File: src/rtl/bcid_pkg.sv
package bcid_pkg;

  // number of filter taps (window length in crossings)
  localparam int unsigned BCID_TAPS = 5;

  // strobes from control to datapath
  typedef struct packed {
    logic [BCID_TAPS-1:0] tapWe;      // one-hot weight write enable
    logic                 markValid;  // output stage holds a real crossing
  } bcidStrobes_t;

endpackage

File: src/rtl/bcid_ctrl.sv
module bcid_ctrl
  import bcid_pkg::*;
#(
  parameter int unsigned ADDR_W  = 3,
  parameter int unsigned PIPE_LAT = 3
) (
  input  logic              clk,
  input  logic              rst_n,
  input  logic              cfgWrEn,
  input  logic [ADDR_W-1:0] cfgAddr,
  output bcidStrobes_t      strb
);

  localparam int unsigned FILL_W = $clog2(PIPE_LAT + 1);
  localparam logic [FILL_W-1:0] FILL_MAX = FILL_W'(PIPE_LAT);

  logic [FILL_W-1:0] fillCnt;

  // count edges since reset until the output stage sees real data
  always_ff @(posedge clk) begin
    if (!rst_n) begin
      fillCnt <= '0;
    end else if (fillCnt != FILL_MAX) begin
      fillCnt <= fillCnt + 1'b1;
    end
  end

  // decode weight writes; out-of-range addresses select nothing
  for (genvar i = 0; i < BCID_TAPS; i++) begin : g_dec
    assign strb.tapWe[i] = cfgWrEn && (cfgAddr == ADDR_W'(i));
  end

  assign strb.markValid = (fillCnt == FILL_MAX);


  fill_mono_chk: assert property (@(posedge clk) disable iff (!rst_n)
    (fillCnt != '0) |=> (fillCnt != '0));


  tap_we_onehot_chk: assert property (@(posedge clk) disable iff (!rst_n)
    $onehot0(strb.tapWe));

endmodule

File: src/rtl/bcid_datapath.sv
module bcid_datapath
  import bcid_pkg::*;
#(
  parameter int unsigned SAMPLE_W = 10,
  parameter int unsigned COEF_W   = 4,
  parameter int unsigned ET_W     = 8,
  parameter int unsigned SHIFT_W  = 3
) (
  input  logic                clk,
  input  logic                rst_n,
  input  logic [SAMPLE_W-1:0] sampleIn,
  input  logic [COEF_W-1:0]   cfgData,
  input  logic [SHIFT_W-1:0]  shiftAmt,
  input  logic [ET_W-1:0]     noiseThresh,
  input  bcidStrobes_t        strb,
  output logic [ET_W-1:0]     etOut,
  output logic                etValid
);

  localparam int unsigned FIR_W = SAMPLE_W + COEF_W + $clog2(BCID_TAPS);

  logic [SAMPLE_W-1:0] winReg [BCID_TAPS];
  logic [COEF_W-1:0]   tapReg [BCID_TAPS];
  logic [FIR_W-1:0]    prodVal [BCID_TAPS];
  logic [FIR_W-1:0]    firSum;
  logic [FIR_W-1:0]    firQ, firD1, firD2;
  logic                isPeak;
  logic [FIR_W-1:0]    scaled;
  logic [ET_W-1:0]     clamped, gated;

  // sample window and weights
  for (genvar i = 0; i < BCID_TAPS; i++) begin : g_tap
    always_ff @(posedge clk) begin
      if (!rst_n) begin
        tapReg[i] <= '0;
      end else if (strb.tapWe[i]) begin
        tapReg[i] <= cfgData;
      end
    end

    if (i == 0) begin : g_head
      always_ff @(posedge clk) begin
        if (!rst_n) winReg[0] <= '0;
        else        winReg[0] <= sampleIn;
      end
    end else begin : g_body
      always_ff @(posedge clk) begin
        if (!rst_n) winReg[i] <= '0;
        else        winReg[i] <= winReg[i-1];
      end
    end

    assign prodVal[i] = FIR_W'(winReg[i]) * FIR_W'(tapReg[i]);
  end

  always_comb begin
    firSum = '0;
    for (int k = 0; k < BCID_TAPS; k++) begin
      firSum = firSum + prodVal[k];
    end
  end

  // filtered history: newest, centre, oldest
  always_ff @(posedge clk) begin
    if (!rst_n) begin
      firQ  <= '0;
      firD1 <= '0;
      firD2 <= '0;
    end else begin
      firQ  <= firSum;
      firD1 <= firQ;
      firD2 <= firD1;
    end
  end

  // strict rise on the left, non-strict fall on the right
  assign isPeak = (firD1 > firD2) && (firD1 >= firQ);

  assign scaled  = firD1 >> shiftAmt;
  assign clamped = (|(scaled >> ET_W)) ? {ET_W{1'b1}} : scaled[ET_W-1:0];
  assign gated   = (clamped < noiseThresh) ? '0 : clamped;

  always_ff @(posedge clk) begin
    if (!rst_n) begin
      etOut   <= '0;
      etValid <= 1'b0;
    end else begin
      etOut   <= isPeak ? gated : '0;
      etValid <= strb.markValid;
    end
  end


  no_consec_chk: assert property (@(posedge clk) disable iff (!rst_n)
    (etOut != '0) |=> (etOut == '0));


  thresh_floor_chk: assert property (@(posedge clk) disable iff (!rst_n)
    (etOut != '0) |-> (etOut >= $past(noiseThresh)));


  rising_edge_chk: assert property (@(posedge clk) disable iff (!rst_n)
    (etOut != '0) |-> ($past(firD1) > $past(firD2)));


  valid_hold_chk: assert property (@(posedge clk) disable iff (!rst_n)
    etValid |=> etValid);

endmodule

File: src/rtl/fir_peak_bcid.sv
module fir_peak_bcid
  import bcid_pkg::*;
#(
  parameter int unsigned SAMPLE_W = 10,
  parameter int unsigned COEF_W   = 4,
  parameter int unsigned ET_W     = 8,
  parameter int unsigned SHIFT_W  = 3,
  parameter int unsigned ADDR_W   = 3
) (
  input  logic                clk,
  input  logic                rst_n,
  input  logic [SAMPLE_W-1:0] sampleIn,
  input  logic                cfgWrEn,
  input  logic [ADDR_W-1:0]   cfgAddr,
  input  logic [COEF_W-1:0]   cfgData,
  input  logic [SHIFT_W-1:0]  shiftAmt,
  input  logic [ET_W-1:0]     noiseThresh,
  output logic [ET_W-1:0]     etOut,
  output logic                etValid
);

  localparam int unsigned PIPE_LAT = 3;

  bcidStrobes_t strb;

  bcid_ctrl #(
    .ADDR_W  (ADDR_W),
    .PIPE_LAT(PIPE_LAT)
  ) u_ctrl (
    .clk    (clk),
    .rst_n  (rst_n),
    .cfgWrEn(cfgWrEn),
    .cfgAddr(cfgAddr),
    .strb   (strb)
  );

  bcid_datapath #(
    .SAMPLE_W(SAMPLE_W),
    .COEF_W  (COEF_W),
    .ET_W    (ET_W),
    .SHIFT_W (SHIFT_W)
  ) u_dp (
    .clk        (clk),
    .rst_n      (rst_n),
    .sampleIn   (sampleIn),
    .cfgData    (cfgData),
    .shiftAmt   (shiftAmt),
    .noiseThresh(noiseThresh),
    .strb       (strb),
    .etOut      (etOut),
    .etValid    (etValid)
  );

endmodule

File: config.mk
export PLATFORM = sky130hd
export DESIGN_NAME = fir_peak_bcid
export DESIGN_NICKNAME = d
export VERILOG_FILES = /design/src/rtl/bcid_pkg.sv /design/src/rtl/bcid_ctrl.sv /design/src/rtl/bcid_datapath.sv /design/src/rtl/fir_peak_bcid.sv
export SDC_FILE = /design/constraint.sdc
export NUM_CORES = 1
export LEC_CHECK = 0
export CAP_MARGIN = 10
export CORE_MARGIN = 2
export CORE_UTILIZATION = 35
export CTS_BUF_LIST = sky130_fd_sc_hd__clkbuf_4 sky130_fd_sc_hd__clkbuf_8
export CTS_CLUSTER_DIAMETER = 100
export DETAILED_ROUTE_END_ITERATION = 10
export SETUP_SLACK_MARGIN = 0.1
export SYNTH_ARGS = -nofsm -noshare
export SYNTH_HDL_FRONTEND = slang
export SYNTH_SLANG_ARGS = --single-unit
File: constraint.sdc
create_clock -name clk -period 9.5 [get_ports clk]
set_clock_uncertainty 0.1 [all_clocks]
set_input_delay 1.425 -clock clk [delete_from_list [all_inputs] [get_ports clk]]
set_output_delay 1.425 -clock clk [all_outputs]
set_load 0.01 [all_outputs]
==> results.json <==
{
  "status": "complete, no violations",
  "maxCapViolations": 0,
  "crit_fanout": 10,
  "dr.pass1.iters": 4,
  "hold_depth": 1,
  "fmaxAchievable_ghz": 0.129,
  "area_growth_pct": 10.9,
  "core_area_mm2": 0.0334,
  "synthTopCellsByArea": "fa_1 (27%), dfxtp_1 (19%), and2_1 (12%), ha_1 (11%), inv_1 (6.5%)",
  "cts_hold_buf": 0,
  "synth_top_area_share_pct": 27.4,
  "cts-root-buf": "clkbuf_8",
  "async_flop_share_pct": 0,
  "cts_buffer_depth": 2,
  "synth_seq_area_share_pct": 24.1,
  "grt_start_max_net_pins": 83,
  "setup_ws_ns": 1.75,
  "r2r_start": "u_dp.tapReg[0][2]",
  "finalSetupViolations": 0,
  "fin_crit_sh_pct": 81.6,
  "io_buffers": 39,
  "rsz0062_at_grt": "no",
  "clk_pin_slew_ns": 0.08,
  "finalHoldViolations": 0,
  "worstMarginPinSlew_ns": 0.947,
  "max-slew-margin-rel_pct": 36.7,
  "post-place-ws_ns": 1.79,
  "critical_path_required_ns": 9.76,
  "syn_avg_cell_area_um2": 9.64,
  "postLayoutCellArea_mm2": 0.0131,
  "cts_buffers": 17,
  "postCtsResizedCells": 0,
  "viasPerCell": 4.61,
  "r2r_slack_ns": 1.75,
  "placed_area_mm2": 0.0126,
  "ant_nets": 0,
  "die_h_um": 187,
  "rows": 67,
  "power.total_mw": 1.97,
  "drc": 0,
  "cp-start-kind": "register",
  "irDropWorstVdd_uv": 112,
  "slew_violations": 0,
  "grt_pass1_wl_um": 41500,
  "grt_pass1_vias": 8419,
  "cts_tree": "done",
  "antenna_cells": 0,
  "drt_iter0_drc": 332,
  "synth_top_area_cell": "fa_1",
  "final_util_pct": 39.2,
  "synth_cell_types": 57,
  "fill_cells": 3399,
  "dpl.cell_count": 1684,
  "yosys_warnings": 0,
  "cp-end-kind": "register",
  "timing.rr.end": "u_dp.firQ[15]",
  "die_x_um": 187,
  "syn_inst": 1223,
  "hp-class": "reg -> reg",
  "holdPathEnd": "u_dp.firD1[9]",
  "crit_type": "reg -> reg",
  "synth_area_mm2": 0.0118,
  "synth-edff-count": 20,
  "fin_cells": 1716,
  "hpwl_um": 20000,
  "grtUsageTotal_pct": 14.9,
  "gp_congestion": 0.814,
  "antenna_found_initial": 0,
  "cellPowerDensity_mw_per_mm2": 151,
  "finalNetCount": 1552,
  "syn-num-nets": 1520,
  "routed_wl_um": 24200,
  "hold_start": "u_dp.firQ[9]",
  "htreeDepth": 4,
  "ys_seq_elements": 132,
  "avgRoutedWirePerCell_um": 14.1,
  "clk-insertion-delay-late_ns": 0.48,
  "reg2regPathDepth": 24,
  "fin_crit_ns": 7.75,
  "pin_count": 40,
  "start_util_pct": 35.3,
  "fin_setup_tns_ns": 0,
  "post_cts_buffers": 0,
  "holdWs_ns": 0.358,
  "ys_dominant_reg_cell": "dfxtp_1",
  "overflow": 0,
  "cts_sinks": 132,
  "cp.arrival_ns": 8.01,
  "drive_gt1_share_pct": 3.47,
  "p_leak_nw": 5.80,
  "die-area_mm2": 0.0352,
  "vias": 7916
}
==> power breakdown <==
part | switching, mW | internal [mW]
registers | 0.0561 | 0.621
clock network | 0.255 | 0.297
logic | 0.403 | 0.338
==> kinds of logic after synthesis <==
family / after synthesis / share of synthesized area [%]
XOR/XNOR: 12 / 0.892
adder cells (fa/ha/maj): 266 / 38.5
AO/OA/AOI/OAI: 113 / 6.51
AND/OR/NAND/NOR: 451 / 20.8
flip-flops: 132 / 24.1
multiplexers: 18 / 1.70
buffers and inverters: 231 / 7.45
==> cell type report <==
cell class                 instances  area [um2]  area share (%)
tap                              448         561            4.29
multi-input combinational        860        8060            61.7
clock inverter                    13         195            1.49
timing repair buffer              40         393            3.01
inverter                         204         766            5.86
sequential                       132        2840            21.8
clock buffer                      19         249            1.91
==> placed cells by master, fill, tap and decap left out, drive strengths merged, types with 9 or more instances in the layout <==
master         netlist  layout
a211oi               9       9
a21oi               26      26
and2               232     232
clkbuf              24      19
clkdlybuf4s50        0      38
dfxtp              112     112
edfxtp              20      20
fa                 161     161
ha                 105     105
inv                204     209
mux2i               14      14
nand2              124     124
nand2b              10      10
nor2                28      28
nor3                 9       9
nor3b               10      10
o21ai               32      32
xnor2               10      10
==> flip-flops by register name, indices dropped and copies added (netlist names) <==
| register | flops |
|---|---|
| u_dp.firD2 | 17 |
| u_ctrl.fillCnt | 2 |
| u_dp.winReg | 50 |
| u_dp.etOut | 8 |
| u_dp.firD1 | 17 |
| u_dp.etValid | 1 |
| u_dp.tapReg | 20 |
| u_dp.firQ | 17 |
==> critical path, cell delays in order, from the launching register on <==
cell	delay [ns]
edfxtp_1	0.51
and2_1	0.21
fa_1	0.51
fa_1	0.58
fa_1	0.43
fa_1	0.44
ha_1	0.34
nor2b_1	0.17
o31a_1	0.27
o31a_1	0.28
o21ai_0	0.18
nand2b_1	0.09
xnor2_1	0.15
fa_1	0.54
inv_1	0.05
fa_1	0.49
inv_1	0.05
fa_1	0.51
fa_1	0.49
inv_1	0.04
ha_1	0.34
nand4_1	0.13
a311oi_1	0.41
a31oi_1	0.17
mux2i_1	0.14
==> worst max path at each step <==
stage / from / to / cells past startpoint
finish: u_dp.tapReg[0][2] / u_dp.firQ[15] / 24
global route: u_dp.tapReg[1][0] / u_dp.firQ[15] / 24
CTS: u_dp.tapReg[0][2] / u_dp.firQ[15] / 24
detailed placement: u_dp.tapReg[0][2] / u_dp.firQ[15] / 24
global placement: u_dp.tapReg[0][2] / u_dp.firQ[12] / 27
floorplan: u_dp.tapReg[0][2] / u_dp.firQ[12] / 27
==> layer usage <==
| layer | GRT usage [%] | wire (um) | up-vias | share of wire, % |
|---|---|---|---|---|
| li1 | - | - | 3903 | - |
| met2 | 26.8 | 12500 | 95 | 51 |
| met3 | 2.81 | 662 | 23 | 2.7 |
| met5 | 0 | 0 | - | 0 |
| met4 | 4.09 | 327 | 0 | 1.4 |
| met1 | 18.1 | 10800 | 3895 | 44 |
==> synth_stat cells, drive strengths merged, types with 2 or more instances <==
master    n
a211oi    9
a21o      4
a21oi    26
a22o      5
a31oi     2
and2    232
and3      6
buf       3
clkbuf   24
dfxtp   112
edfxtp   20
fa      161
ha      105
inv     204
mux2      3
mux2i    14
nand2   124
nand2b   10
nand3     7
nand4     7
nor2     28
nor2b     7
nor3      9
nor3b    10
nor4      4
o211ai    3
o21a      7
o21ai    32
o21bai    2
o221ai    3
o311ai    3
o31a      3
o31ai     5
o41ai     2
or3       3
xnor2    10
xor2      2
Power figures use the tool's default switching activity.
